===== config.mk =====
export PLATFORM = sky130hd
export DESIGN_NAME = bw_store_adapter
export DESIGN_NICKNAME = d
export VERILOG_FILES = /design/src/rtl/bwa_pkg.sv /design/src/rtl/bwa_cmd_pack.sv /design/src/rtl/bwa_step_plan.sv /design/src/rtl/bwa_poll_timer.sv /design/src/rtl/bw_store_adapter.sv
export SDC_FILE = /design/constraint.sdc
export NUM_CORES = 1
export LEC_CHECK = 0
export BUFFER_PORTS_ARGS = -buffer_cell sky130_fd_sc_hd__buf_2
export CAP_MARGIN = 40
export CORE_UTILIZATION = 57
export CTS_CLUSTER_DIAMETER = 200
export DETAILED_ROUTE_END_ITERATION = 10
export GPL_TIMING_DRIVEN = 0
export PLACE_DENSITY = 0.91
export SYNTH_ARGS = -nofsm -noshare
export SYNTH_HDL_FRONTEND = slang
export SYNTH_SLANG_ARGS = --single-unit
export TNS_END_PERCENT = 1

===== constraint.sdc =====
create_clock -name clk -period 5.6 [get_ports clk]
set_clock_uncertainty 0.05 [all_clocks]
set_input_delay 0.28 -clock clk [delete_from_list [all_inputs] [get_ports clk]]
set_output_delay 0.28 -clock clk [all_outputs]
set_load 0.01 [all_outputs]

===== src/rtl/bwa_pkg.sv =====
package bwa_pkg;
  localparam logic [1:0] OP_WRITE = 2'd1;
  localparam logic [1:0] OP_ERASE = 2'd2;

  localparam int CMD_GO_BIT   = 0;
  localparam int CMD_DONE_BIT = 1;
  localparam int CMD_ADDR_LSB = 2;
  localparam int CMD_DATA_LSB = 16;

  typedef enum logic [3:0] {
    S_IDLE, S_SETUP, S_RD_ISSUE, S_RD_WAIT, S_GATHER,
    S_WR_ISSUE, S_WR_WAIT, S_EMIT, S_DONE
  } state_e;
endpackage


===== src/rtl/bwa_cmd_pack.sv =====
module bwa_cmd_pack
  import bwa_pkg::*;
#(
  parameter int WAW = 11
) (
  input  logic [WAW-1:0] waddr,
  input  logic [15:0]    wdata,
  output logic [31:0]    word
);
  always_comb begin
    word = '0;
    word[CMD_GO_BIT] = 1'b1;
    word[CMD_DONE_BIT] = 1'b0;
    word[CMD_ADDR_LSB +: WAW] = waddr;
    word[CMD_DATA_LSB +: 16] = wdata;
  end
endmodule


===== src/rtl/bwa_step_plan.sv =====
module bwa_step_plan #(
  parameter int LW = 13
) (
  input  logic          odd,
  input  logic [LW-1:0] rem,
  output logic          partial
);
  // A step covers one byte when it starts odd or when only one byte is left.
  assign partial = odd || (rem == LW'(1));
endmodule


===== src/rtl/bwa_poll_timer.sv =====
module bwa_poll_timer #(
  parameter int LIMIT = 64
) (
  input  logic clk,
  input  logic rst_n,
  input  logic clear,
  input  logic run,
  output logic expired
);
  localparam int CW = $clog2(LIMIT + 1);
  localparam logic [CW-1:0] LAST = CW'(LIMIT - 1);

  logic [CW-1:0] cnt;

  always_ff @(posedge clk) begin
    if (!rst_n)              cnt <= '0;
    else if (clear)          cnt <= '0;
    else if (run && cnt != LAST) cnt <= cnt + 1'b1;
  end

  assign expired = run && (cnt == LAST);


  expire_after_run_chk: assert property (@(posedge clk) disable iff (!rst_n)
    clear |=> !expired || (LIMIT == 1));
endmodule


===== src/rtl/bw_store_adapter.sv =====
module bw_store_adapter
  import bwa_pkg::*;
#(
  parameter int AW         = 12,
  parameter int POLL_LIMIT = 64
) (
  input  logic          clk,
  input  logic          rst_n,
  input  logic          req_valid,
  output logic          req_ready,
  input  logic [1:0]    req_op,
  input  logic [AW-1:0] req_addr,
  input  logic [AW:0]   req_len,
  input  logic          wr_valid,
  output logic          wr_ready,
  input  logic [7:0]    wr_data,
  output logic          rd_valid,
  input  logic          rd_ready,
  output logic [7:0]    rd_data,
  output logic          busy_o,
  output logic          done_o,
  output logic          err_o,
  output logic          st_cmd_valid,
  output logic          st_cmd_write,
  output logic [31:0]   st_cmd_word,
  input  logic          st_done,
  input  logic [15:0]   st_rdata
);
  localparam int WAW = AW - 1;
  localparam int LW  = AW + 1;

  state_e        state;
  logic [1:0]    op_q;
  logic [AW-1:0] baddr;
  logic [LW-1:0] rem;
  logic [15:0]   word_q;
  logic          gidx;
  logic          err_q;

  logic          is_read, is_erase, partial, last_byte, pos_hi;
  logic          gtake, expired, t_clear, t_run;
  logic [7:0]    gbyte;
  logic [AW-1:0] step_a;
  logic [LW-1:0] step_r;

  assign is_erase  = (op_q == OP_ERASE);
  assign is_read   = !(op_q == OP_WRITE || is_erase);

  bwa_step_plan #(.LW(LW)) u_plan (
    .odd(baddr[0]), .rem(rem), .partial(partial)
  );

  assign last_byte = partial || gidx;
  assign pos_hi    = baddr[0] || gidx;
  assign step_a    = partial ? AW'(1) : AW'(2);
  assign step_r    = partial ? LW'(1) : LW'(2);
  assign gbyte     = is_erase ? 8'hFF : wr_data;
  assign gtake     = is_erase || wr_valid;

  assign t_clear = (state == S_RD_ISSUE) || (state == S_WR_ISSUE);
  assign t_run   = (state == S_RD_WAIT)  || (state == S_WR_WAIT);

  bwa_poll_timer #(.LIMIT(POLL_LIMIT)) u_timer (
    .clk(clk), .rst_n(rst_n), .clear(t_clear), .run(t_run), .expired(expired)
  );

  bwa_cmd_pack #(.WAW(WAW)) u_pack (
    .waddr(baddr[AW-1:1]),
    .wdata((state == S_WR_ISSUE) ? word_q : 16'h0000),
    .word(st_cmd_word)
  );

  assign req_ready    = (state == S_IDLE);
  assign busy_o       = (state != S_IDLE);
  assign done_o       = (state == S_DONE);
  assign err_o        = (state == S_DONE) && err_q;
  assign st_cmd_valid = t_clear;
  assign st_cmd_write = (state == S_WR_ISSUE);
  assign wr_ready     = (state == S_GATHER) && (op_q == OP_WRITE);
  assign rd_valid     = (state == S_EMIT);
  assign rd_data      = pos_hi ? word_q[15:8] : word_q[7:0];

  always_ff @(posedge clk) begin
    if (!rst_n) begin
      state  <= S_IDLE;
      op_q   <= '0;
      baddr  <= '0;
      rem    <= '0;
      word_q <= '0;
      gidx   <= 1'b0;
      err_q  <= 1'b0;
    end else begin
      case (state)
        S_IDLE: if (req_valid) begin
          op_q  <= req_op;
          baddr <= req_addr;
          rem   <= req_len;
          err_q <= 1'b0;
          state <= S_SETUP;
        end
        S_SETUP: begin
          gidx <= 1'b0;
          if (rem == '0)                state <= S_DONE;
          else if (is_read || partial)  state <= S_RD_ISSUE;
          else                          state <= S_GATHER;
        end
        S_RD_ISSUE: state <= S_RD_WAIT;
        S_RD_WAIT: begin
          if (st_done) begin
            word_q <= st_rdata;
            state  <= is_read ? S_EMIT : S_GATHER;
          end else if (expired) begin
            err_q <= 1'b1;
            state <= S_DONE;
          end
        end
        S_GATHER: if (gtake) begin
          if (pos_hi) word_q[15:8] <= gbyte;
          else        word_q[7:0]  <= gbyte;
          if (last_byte) begin
            gidx  <= 1'b0;
            state <= S_WR_ISSUE;
          end else begin
            gidx <= 1'b1;
          end
        end
        S_WR_ISSUE: state <= S_WR_WAIT;
        S_WR_WAIT: begin
          if (st_done) begin
            baddr <= baddr + step_a;
            rem   <= rem - step_r;
            state <= S_SETUP;
          end else if (expired) begin
            err_q <= 1'b1;
            state <= S_DONE;
          end
        end
        S_EMIT: if (rd_ready) begin
          if (last_byte) begin
            baddr <= baddr + step_a;
            rem   <= rem - step_r;
            state <= S_SETUP;
          end else begin
            gidx <= 1'b1;
          end
        end
        S_DONE:  state <= S_IDLE;
        default: state <= S_IDLE;
      endcase
    end
  end


  cmd_single_chk: assert property (@(posedge clk) disable iff (!rst_n)
    st_cmd_valid |=> !st_cmd_valid);


  done_pulse_chk: assert property (@(posedge clk) disable iff (!rst_n)
    done_o |=> !done_o && !busy_o);


  active_busy_chk: assert property (@(posedge clk) disable iff (!rst_n)
    (rd_valid || wr_ready || st_cmd_valid) |-> busy_o);


  rd_hold_chk: assert property (@(posedge clk) disable iff (!rst_n)
    (rd_valid && !rd_ready) |=> rd_valid && $stable(rd_data));


  zero_len_chk: assert property (@(posedge clk) disable iff (!rst_n)
    (req_valid && req_ready && req_len == '0) |-> ##2 (done_o && !err_o));
endmodule


==> results.cfg <==
[synthesis]
synthTopCellsByArea = dfxtp_1 (30%), a21oi_1 (7.1%), nand2_1 (5.7%)
synth.largest_area_cell = dfxtp_1
yosys_warnings = 0
synth.most_common_cell = nand2_1
yosys-top-cells-count = nand2_1 (57), dfxtp_1 (56), a21oi_1 (53)
synth.yosys.seq_area_share_pct = 30.0
synth_ff_type = dfxtp_1
ys_types = 69
netlist.area_leader.share_pct = 30.0
ys_ff_latch = 56
netlist_area_um2 = 3730
synthArstFlopShare_pct = 0
syn-mean-instance-area_um2 = 8.04
synth_cells = 464
synth_edf_count = 0

[placed_design]
place_ws_ns = 2.41
hpwl_um = 7760
dp.cells = 642
io_buffers = 98
gp_congestion = 0.942

[die]
design.core.area_um2 = 6350
start_util_pct = 58.8
row_count = 29
dieArea_um2 = 6870
die_h_um = 82.9
io_pins = 105
die_w_um = 82.9

[setup_path]
arrival_ns = 3.50
path_depth = 11
slowest_delay_ns = 0.46
path_class = reg -> reg
crit_path_start_kind = register
r2r_end = rem[8]
cp_top_family = simple AND/OR/NAND/NOR gates
worstPathCellList = nor4_2, nand4_1, nand2b_1, ha_1, inv_1, fa_1, or3_1, nor2_1, nand3_1, a21o_1, a21oi_1
critPathCaptureType = register
cp_data_required_time_ns = 5.80
crit_fanout = 5
cp-startpoint = rem[8]
crit_end = rem[8]
rrSetupSlack_ns = 2.30
cp_slowest_cell = nor4_2
crit_buf_inv = 1
r2r-start = rem[8]
reg2regPathDepth = 11

[power_and_ir_drop]
power_density_nw_per_um2 = 400
p_leak_nw = 1.89
p_switching_mw = 0.794
p_int_mw = 0.977
clkPwrFrac_pct = 13.8
seqPwrFrac_pct = 31.4
combPwrFrac_pct = 54.9
netSwitchingFraction_pct = 44.8
irDropWorstVdd_v = 0.000250

[global_routing]
grt_use_met2_pct = 53.4
grt_max_degree = 17
grt_pass1_wl_um = 17600
globalRouteTotalUtil_pct = 30.7
grt.busiest_layer = met2
grt_pass1_vias = 3811
use_met1_pct = 36.7
antenna_found_initial = 0
overflow = 0
use_met3_pct = 4.87

[cts]
holdBufCountCts = 0
cts_resized = 0
clockBufferDepth = 2
cts.sinks = 56
root_buffer = clkbuf_8
cts_setup_buffers = 0
clkLatencyLatePin_ns = 0.33
numCtsBuffers = 5
clk_pin_slew_worst_paths_ns = 0.10
cts_tree = done
h-tree-depth = 2

[finish]
antennaDiodeCount = 0
fillers = 518
layout-drive-gt1-share_pct = 28.8
multi_input_area_um2 = 2360
seq_area_um2 = 1120
finalNetCount = 636
fin_cells = 650
area.growth.synth_to_final_pct = 18.5

[flow_run]
cap_viol_max_count = 0

[hold_path]
whs_path_depth = 3
hold_class = in -> reg

[route]
via_per_inst = 6.21
routedWlPerCell_um = 16.5
ant_nets = 0
drc = 0
drt_first_pass_iters = 6
wirelength_um = 10700
drt_iter0_drc = 378
dr_total_vias = 4039

[sta]
slew_headroom_pct = 41.2
tightestPinTransition_ns = 0.875
max_freq_mhz = 303
period_needed_ns = 3.30
setup_tns_ns = 0
hold_viol = 0
maxSlewViolCount = 0
fin_crit_sh_pct = 58.9
setup_slack_ns = 2.30
setup_viol = 0
hold_slack_ns = 0.162
rsz0062_at_grt = no

[run_status]
status = finished, final reports clean
registers in the layout, summed over array words and instances (netlist names):
| register | cells |
|---|---|
| op_q | 2 |
| word_q | 16 |
| baddr | 12 |
| state | 4 |
| u_timer.cnt | 7 |
| rem | 13 |
| gidx | 1 |
| err_q | 1 |
worst min-delay path, cell delays in order:
cell and delay, ns:
buf_2 0.10, nand3_1 0.06, a21oi_1 0.05
layer usage:
| metal | wire length, um | share of wire (%) |
|---|---|---|
| met1 | 4300 | 40 |
| met2 | 5270 | 49 |
| met3 | 798 | 7.5 |
| met4 | 334 | 3.1 |
| met5 | 0 | 0 |
cells by family after synthesis:
| group | share of synthesized area (%) |
|---|---|
| muxes | 3.25 |
| other | 0.201 |
| and+or+nand+nor | 27.0 |
| buffers and inverters | 7.08 |
| DFF | 30.0 |
| xor gates and xnor gates | 1.88 |
| adders and majority gates | 2.55 |
| AOI/OAI and AO/OA | 28.0 |
area by class of cell:
class / instances / area share, %
flip-flops and latches: 56 / 25.3
clock buffers: 7 / 1.95
clock inverters: 1 / 0.170
well taps: 77 / 2.18
repair buffers: 98 / 11.1
inverters: 11 / 0.934
multi-input cells: 360 / 53.3
plain buffers: 40 / 5.04
how the worst min path moves through the flow:
stage / from / endpoint
final: req_op[0] / op_q[0]
after detailed placement: err_q / err_q
after global placement: err_q / err_q
after global routing: req_op[1] / op_q[1]
after floorplan: err_q / err_q
after CTS: req_op[0] / op_q[0]
power groups by stage:
| stage | logic (mW) | clock network, mW | registers (mW) |
|---|---|---|---|
| 2_1_floorplan | 0.709 | 0 | 0.554 |
| 5_1_grt | 1.05 | 0.255 | 0.565 |
| 6_report | 0.971 | 0.244 | 0.555 |
| 4_1_cts | 0.952 | 0.241 | 0.551 |
| 3_5_place_dp | 0.947 | 0 | 0.560 |
| 3_3_place_gp | 0.918 | 0 | 0.555 |
cell usage in the layout (no fill, tap or decap), drive strengths merged, types with 3 or more instances in the layout:
cell / count
buf: 122
nand2: 57
a21oi: 57
dfxtp: 56
nor2: 36
clkbuf: 23
o21ai: 21
and2: 18
o221ai: 16
nand2b: 13
nand3: 12
inv: 10
nor3: 9
mux2: 9
a21o: 8
nor4: 8
nand4: 6
ha: 6
and3: 5
xor2: 5
conb: 5
a211oi: 5
nand3b: 4
o21a: 4
or3: 4
a31oi: 4
o32ai: 3
xnor2: 3
o31ai: 3
a311oi: 3
o211ai: 3
per-stage QoR:
step | cell area [um^2] | power (mW) | util [%]
floorplan | 3740 | 1.26 | -
global placement | 4330 | 1.47 | 68.2
detailed placement | 4330 | 1.51 | 68.2
CTS | 4420 | 1.74 | 69.7
global route | 4420 | 1.87 | 69.7
finish | 4420 | 1.77 | 69.7
No activity file was read; power rests on OpenSTA's default activity.
